### src/rtl/opu_pkg.sv
package opu_pkg;
  localparam int DATA_W = 16;
  localparam int NUM_REGS = 8;
  localparam int REG_AW = $clog2(NUM_REGS);
  localparam int IMM_W = 5;
  localparam int OPC_W = 4;

  localparam logic [OPC_W-1:0] OPC_ADD = 4'b0001;
  localparam logic [OPC_W-1:0] OPC_AND = 4'b0101;
  localparam logic [OPC_W-1:0] OPC_NOT = 4'b1001;

  typedef enum logic [1:0] {ALU_ADD, ALU_AND, ALU_NOT} aluOp_e;

  typedef struct packed {
    logic              wrEn;
    logic              err;
    aluOp_e            op;
    logic              useImm;
    logic [REG_AW-1:0] dst;
    logic [REG_AW-1:0] srcA;
    logic [REG_AW-1:0] srcB;
    logic [DATA_W-1:0] imm;
  } ctlStrobe_t;
endpackage

### src/rtl/opu_ctrl.sv
module opu_ctrl
  import opu_pkg::*;
(
  input  logic              clk,
  input  logic              rstN,
  input  logic              instValid,
  input  logic [DATA_W-1:0] instWord,
  output ctlStrobe_t        ctl,
  output logic              done,
  output logic              illegal
);
  logic [DATA_W-1:0] instR;
  logic              validR;

  always_ff @(posedge clk) begin
    if (!rstN) begin
      instR  <= '0;
      validR <= 1'b0;
    end else begin
      validR <= instValid;
      if (instValid) instR <= instWord;
    end
  end

  logic [OPC_W-1:0] opc;
  logic             legal;
  assign opc = instR[DATA_W-1 -: OPC_W];

  always_comb begin
    legal  = 1'b0;
    ctl.op = ALU_ADD;
    unique case (opc)
      OPC_ADD: begin legal = instR[5] | (instR[4:3] == 2'b00); ctl.op = ALU_ADD; end
      OPC_AND: begin legal = instR[5] | (instR[4:3] == 2'b00); ctl.op = ALU_AND; end
      OPC_NOT: begin legal = (instR[5:0] == 6'b111111);        ctl.op = ALU_NOT; end
      default: legal = 1'b0;
    endcase
    ctl.wrEn   = validR & legal;
    ctl.err    = validR & ~legal;
    ctl.useImm = instR[5];
    ctl.dst    = instR[11:9];
    ctl.srcA   = instR[8:6];
    ctl.srcB   = instR[2:0];
    ctl.imm    = {{(DATA_W-IMM_W){instR[IMM_W-1]}}, instR[IMM_W-1:0]};
  end

  assign done    = ctl.wrEn;
  assign illegal = ctl.err;


  valid_resolves_chk: assert property (@(posedge clk) disable iff (!rstN)
    instValid |=> (done ^ illegal));

  idle_quiet_chk: assert property (@(posedge clk) disable iff (!rstN)
    !instValid |=> !(done || illegal));

  err_single_chk: assert property (@(posedge clk) disable iff (!rstN)
    (illegal && !instValid) |=> !illegal);
endmodule

### src/rtl/opu_dpath.sv
module opu_dpath
  import opu_pkg::*;
(
  input  logic              clk,
  input  logic              rstN,
  input  ctlStrobe_t        ctl,
  input  logic              tstWrEn,
  input  logic [REG_AW-1:0] tstAddr,
  input  logic [DATA_W-1:0] tstWrData,
  output logic [DATA_W-1:0] tstRdData,
  output logic [2:0]        cc
);
  logic [DATA_W-1:0] rf [NUM_REGS];
  logic [DATA_W-1:0] opA, opB, res;

  assign opA = rf[ctl.srcA];
  assign opB = ctl.useImm ? ctl.imm : rf[ctl.srcB];

  always_comb begin
    unique case (ctl.op)
      ALU_ADD: res = opA + opB;
      ALU_AND: res = opA & opB;
      default: res = ~opA;
    endcase
  end

  always_ff @(posedge clk) begin
    for (int i = 0; i < NUM_REGS; i++) begin
      if (!rstN)
        rf[i] <= '0;
      else if (ctl.wrEn && ctl.dst == REG_AW'(i))
        rf[i] <= res;
      else if (tstWrEn && tstAddr == REG_AW'(i))
        rf[i] <= tstWrData;
    end
  end

  assign tstRdData = rf[tstAddr];

  always_ff @(posedge clk) begin
    if (!rstN)
      cc <= 3'b010;
    else if (ctl.wrEn)
      cc <= {res[DATA_W-1], res == '0, ~res[DATA_W-1] & (res != '0)};
  end


  flag_onehot_chk: assert property (@(posedge clk) disable iff (!rstN)
    $countones(cc) == 1);

  err_hold_cc_chk: assert property (@(posedge clk) disable iff (!rstN)
    ctl.err |=> $stable(cc));

  and_zero_chk: assert property (@(posedge clk) disable iff (!rstN)
    (ctl.wrEn && ctl.op == ALU_AND && ctl.useImm && ctl.imm == '0) |=> cc == 3'b010);
endmodule

### src/rtl/opu_top.sv
module opu_top
  import opu_pkg::*;
(
  input  logic        clk,
  input  logic        rstN,
  input  logic        instValid,
  input  logic [15:0] instWord,
  output logic        done,
  output logic        illegal,
  output logic        flagN,
  output logic        flagZ,
  output logic        flagP,
  input  logic        tstWrEn,
  input  logic [2:0]  tstAddr,
  input  logic [15:0] tstWrData,
  output logic [15:0] tstRdData
);
  ctlStrobe_t ctl;
  logic [2:0] cc;

  opu_ctrl u_ctrl (
    .clk(clk), .rstN(rstN), .instValid(instValid), .instWord(instWord),
    .ctl(ctl), .done(done), .illegal(illegal)
  );

  opu_dpath u_dpath (
    .clk(clk), .rstN(rstN), .ctl(ctl), .tstWrEn(tstWrEn), .tstAddr(tstAddr),
    .tstWrData(tstWrData), .tstRdData(tstRdData), .cc(cc)
  );

  assign {flagN, flagZ, flagP} = cc;
endmodule

### config.mk
export PLATFORM = sky130hd
export DESIGN_NAME = opu_top
export DESIGN_NICKNAME = d
export VERILOG_FILES = /design/src/rtl/opu_pkg.sv /design/src/rtl/opu_ctrl.sv /design/src/rtl/opu_dpath.sv /design/src/rtl/opu_top.sv
export SDC_FILE = /design/constraint.sdc
export NUM_CORES = 1
export LEC_CHECK = 0
export BUFFER_PORTS_ARGS = -buffer_cell sky130_fd_sc_hd__buf_4
export CAP_MARGIN = 0
export CORE_MARGIN = 3
export CORE_UTILIZATION = 55
export CTS_CLUSTER_SIZE = 10
export DETAILED_ROUTE_END_ITERATION = 8
export PLACE_DENSITY = 0.73
export SLEW_MARGIN = 25
export SYNTH_ARGS = -nofsm -noshare
export SYNTH_HDL_FRONTEND = slang
export SYNTH_SLANG_ARGS = --single-unit
### constraint.sdc
create_clock -name clk -period 6 [get_ports clk]
set_clock_uncertainty 0.2 [all_clocks]
set_input_delay 0.9 -clock clk [delete_from_list [all_inputs] [get_ports clk]]
set_output_delay 0.9 -clock clk [all_outputs]
set_load 0.03 [all_outputs]
* Word-level counts from Yosys, hierarchy flattened
Memory sizes are Yosys's and may differ from the RTL's. A register that Yosys moved wholly into a read port is not among the register bits.
Index checks and enable logic that the tools add are counted.
** Word-level totals
- Memories kept :: 1
- Output and inout port bits :: 21
- Bits of input ports :: 39
- Register bits :: 20
- Memory bits (writable) :: 128
- Logic and storage cells :: 152
** Operators by class
- Bitwise gates (word level) :: 24
- Reductions and logical operators :: 23
- Eq/ne operators :: 19
- Muxes and demuxes :: 81
- Add/sub/neg operators :: 1
** Memories
- u_dpath.rf :: words 8, width 16, rd ports 3, clocked after Yosys merged registers in 2, write ports 8, RTL line opu_dpath.sv:13 : logic [DATA_W-1:0] rf [NUM_REGS];
** Operators by type and width (number)
- 16-bit 2-to-1 mux :: 17
- 1-bit 2-to-1 mux :: 57
- 16-bit case mux with 2 select lines :: 1
- 3-bit == test (second input constant) :: 8
- 1-bit OR :: 17
- 16-bit adder :: 1
- 16-bit bitwise AND :: 1
- 1-bit logical AND :: 16
- 16-bit logical NOT :: 1
- 16-bit NOT :: 1
- 16-bit nonzero test :: 1
- 3-bit by 2-bit == test with 1-bit output (second input constant) :: 4
- 3-bit 2-to-1 mux :: 4
- 3-bit by 1-bit == test with 1-bit output (second input constant) :: 2
- 6-bit == test (second input constant) :: 1
- 3-bit logical NOT :: 2
- 4-bit by 1-bit == test with 1-bit output (second input constant) :: 1
- 4-bit by 3-bit == test with 1-bit output (second input constant) :: 1
- 4-bit == test (second input constant) :: 1
- 2-bit logical NOT :: 2
- 2-bit case mux with 2 select lines :: 1
- 1-bit bitwise AND :: 3
- 2-bit by 1-bit == test with 1-bit output (second input constant) :: 1
- 1-bit NOT :: 2
- other kinds (2) :: 2

* Longest topological paths before layout
- Depth in word-level cells :: 10
- Mapped depth :: 19
- Depth with buffers taken out :: 16

* Hierarchy
From an unflattened synthesis, not the netlist that was laid out.
** Unflattened totals
- Cells, all modules :: 900
- Area, all modules :: 10801.6 um^2
** By module, submodules not included
- opu_dpath :: sequential area each 3903.7 um^2, cells an instance 809, area an instance 9874.5 um^2, times used 1
- opu_ctrl :: sequential area each 340.3 um^2, cells an instance 91, area an instance 927.1 um^2, times used 1

* Worst setup path after synthesis
No wires, ideal clock.
- Path kind :: reg2reg
- Start :: register (tool-made name)
- End :: register u_dpath.cc[0]
- Arrival :: 4490 ps
- Clock period less this slack :: 4808 ps
- Stages on the path, launching flop included :: 19
- Setup slack :: 1192 ps
- Path buffers :: 3
- Setup time :: 117 ps
- Data required time :: 5683 ps
- Path through :: dfxtp_1 buf_2 buf_1 mux4_2 nor2b_1 a211oi_1 nor2_1 ha_1 clkbuf_1 nand4_1 or2_2 a2111oi_0 a2111oi_0 a41oi_1 xnor2_1 o21ai_0 o21ai_1 nand4bb_1 a32o_1
** RTL lines
- end signal, assigned :: RTL line opu_dpath.sv:44 : cc <= {res[DATA_W-1], res == '0, ~res[DATA_W-1] & (res != '0)};
- end, declared :: RTL line opu_dpath.sv:11 : output logic [2:0] cc

==> flow_summary.yaml <==
grt:
  antenna_found_initial: 0
  grt_max_degree: 45
  overflow: 0
  grt_pass1_wl_mm: 52.8
  grt_util_all_layers: 0.328
  grt_pass1_vias: 8906
timing:
  timing.fmax_mhz: 196
  post-route-period-util: 0.850
  tns_ns: 0
  setup_slack_ns: 0.902
  period_minus_slack_ns: 5.10
  timing_hold_violations_final: 0
  rsz0062_at_grt: "false"
  worst_slew_pin_slew_ns: 1.09
  hold-worst-slack_ns: 0.327
  slew_headroom: 0.270
  slew_viol_final: 0
  setup_viol: 0
cts:
  cts-buffers-inserted: 17
  cts_setup_buffers: 0
  clkTransAtPathRegs_ns: 0.06
  ctsLongestPathBuffers: 2
  htreeDepth: 4
  ctsHoldBuffers: 0
  clockRootBuffer: "clkbuf_16"
  cts_tree: "built"
  insertion_delay_ns: 0.44
  postCtsResizedCells: 0
  clock-sinks: 154
synth:
  ys_warn_count: 0
  syn_inst: 935
  synth_cell_type_count: 70
  synth.area.top_cells: "edfxtp_1 (36%), mux4_2 (20%), dfxtp_1 (4.8%), a22o_1 (4.6%), nand2_1 (3.8%)"
  synth.ff_latch_count: 154
  syn_area_per_cell_um2: 11.5
  syn_area_um2: 10700
  synth_fp_nets: 991
  ys.flop_type: "edfxtp_1"
  seq_area_frac_synth: 0.406
  async_reset_ff_frac: 0
  synth_edf_count: 128
  synth.top_cell.area_share: 0.358
  yosysTopAreaCell: "edfxtp_1"
detailed_routing:
  wl_mm: 34.3
  wl_per_cell_um: 27.8
  antenna_left: 0
  drtIter0Drc: 1405
  post_drt_via_cell_ratio: 7.19
  drc_errors: 0
  num_vias: 8874
  dr.pass1.iters: 5
place:
  place_area_um2: 11500
  post-dp-hpwl_mm: 22.3
  place_inst: 1200
  dp_slack_ns: 0.991
  portBuffers: 59
  gp_congestion: 0.928
hold_path:
  hp-class: "flop to flop"
  hold_end: "u_ctrl.instR[8]"
  hp-start: "u_ctrl.instR[8]"
  min_path_cells: 2
status:
  status: "complete, no violations"
layout:
  antenna_cells: 0
  layout_commonest_cell: "edfxtp_1"
  mostFrequentLayoutCells: "edfxtp_1 (128), nand2_1 (110), mux4_2 (95)"
  fin_cells: 1234
  area_delta_synth_final_pct: 13.2
  fin_area_um2: 12200
  final_nets: 1017
  drive_gt1_frac: 0.278
  final_core_util: 0.642
die:
  rows: 50
  start_util: 0.567
  io-pin-count: 60
  core_area_um2: 19000
  die_y_um: 146
  dieArea_um2: 21300
  die_w_um: 146
power:
  finalPower_mw: 3.24
  p_leak_nw: 4.41
  peakVddDrop_mv: 0.217
  powerDensity_nw_per_um2: 266
critical_path:
  critPathCaptureType: "flop"
  r2r_setup_slack_ns: 0.90
  worstPathArrival_ns: 5.22
  crit_path_start_kind: "flop"
  worstRegToRegCells: 16
  worst-path-max-fanout: 17
  required_ns: 6.12
  r2r-end: "u_dpath.cc[0]"
  critical_path_class: "flop to flop"
run:
  maxCapViolations: 0
-- cells by family (layout without fill, tap and decap cells) --
| group | Yosys count | after routing | synth area share |
|---|---|---|---|
| XOR/XNOR | 4 | 4 | 0.00326 |
| buffers and inverters | 95 | 134 | 0.0350 |
| multiplexers | 150 | 150 | 0.255 |
| adder cells (fa/ha/maj) | 17 | 17 | 0.0205 |
| flip-flops | 154 | 154 | 0.406 |
| AND/OR/NAND/NOR | 273 | 273 | 0.126 |
| AO/OA/AOI/OAI | 242 | 242 | 0.154 |
-- metal layers --
layer,part of all wire,vias to the layer above,wire [um],track usage
met4,0.044,0,1490,0.135
met3,0.13,115,4620,0.106
li1,-,3736,-,-
met2,0.45,688,15500,0.495
met1,0.37,4335,12700,0.441
met5,0,-,0,0
-- report_power, final --
| group | internal, mW | total (mW) | switching, mW | leakage [nW] |
|---|---|---|---|---|
| clock network | 0.649 | 1.10 | 0.453 | 0.295 |
| registers | 1.21 | 1.26 | 0.0515 | 1.55 |
| logic | 0.354 | 0.878 | 0.524 | 2.56 |
| total | 2.21 | 3.24 | 1.03 | 4.41 |
-- critical path: stages, from the launching register on --
cell	delay, ns
dfxtp_2	0.57
buf_12	0.25
mux4_2	0.50
nor2b_1	0.14
a211oi_1	0.22
nor2_1	0.08
ha_1	0.37
a21oi_1	0.27
o21ai_0	0.27
a2111oi_0	0.77
and3_1	0.29
nor4b_2	0.05
buf_4	0.18
nand3b_1	0.17
nor4b_2	0.28
nand4bb_1	0.15
a32o_1	0.22
-- how the worst max path moves through the flow --
stage / start / slack, ns / endpoint / cells past startpoint
after detailed placement: flop / 0.99 / u_dpath.cc[0] / 16
after floorplan: flop / 1.19 / u_dpath.cc[0] / 18
final: flop / 0.90 / u_dpath.cc[0] / 16
after global placement: flop / 1.10 / u_dpath.cc[0] / 16
after CTS: flop / 0.96 / u_dpath.cc[0] / 16
after global routing: flop / 0.54 / u_dpath.cc[0] / 16
-- synthesized netlist by cell type, drive strengths merged (26+ instances only) --
master / count
nor2: 47
mux2i: 28
mux4: 95
mux2: 27
nand2: 110
nor2b: 33
edfxtp: 128
a22o: 56
clkbuf: 68
dfxtp: 26
o21ai: 94
-- flip-flops by register name, indices dropped and copies added (netlist names), named ones only --
name           count
u_ctrl.validR      1
u_ctrl.instR      16
u_dpath.cc         3
u_dpath.rf       128
-- layout make-up --
type / instances / area, um^2
fillers: 1431 / 6790
multi-input cells: 686 / 6120
flip-flops and latches: 154 / 4370
repair buffers: 91 / 718
clock buffers: 24 / 515
well taps: 260 / 325
clock inverters: 8 / 81.3
inverters: 11 / 41.3
(Power assumes the default switching activity.)
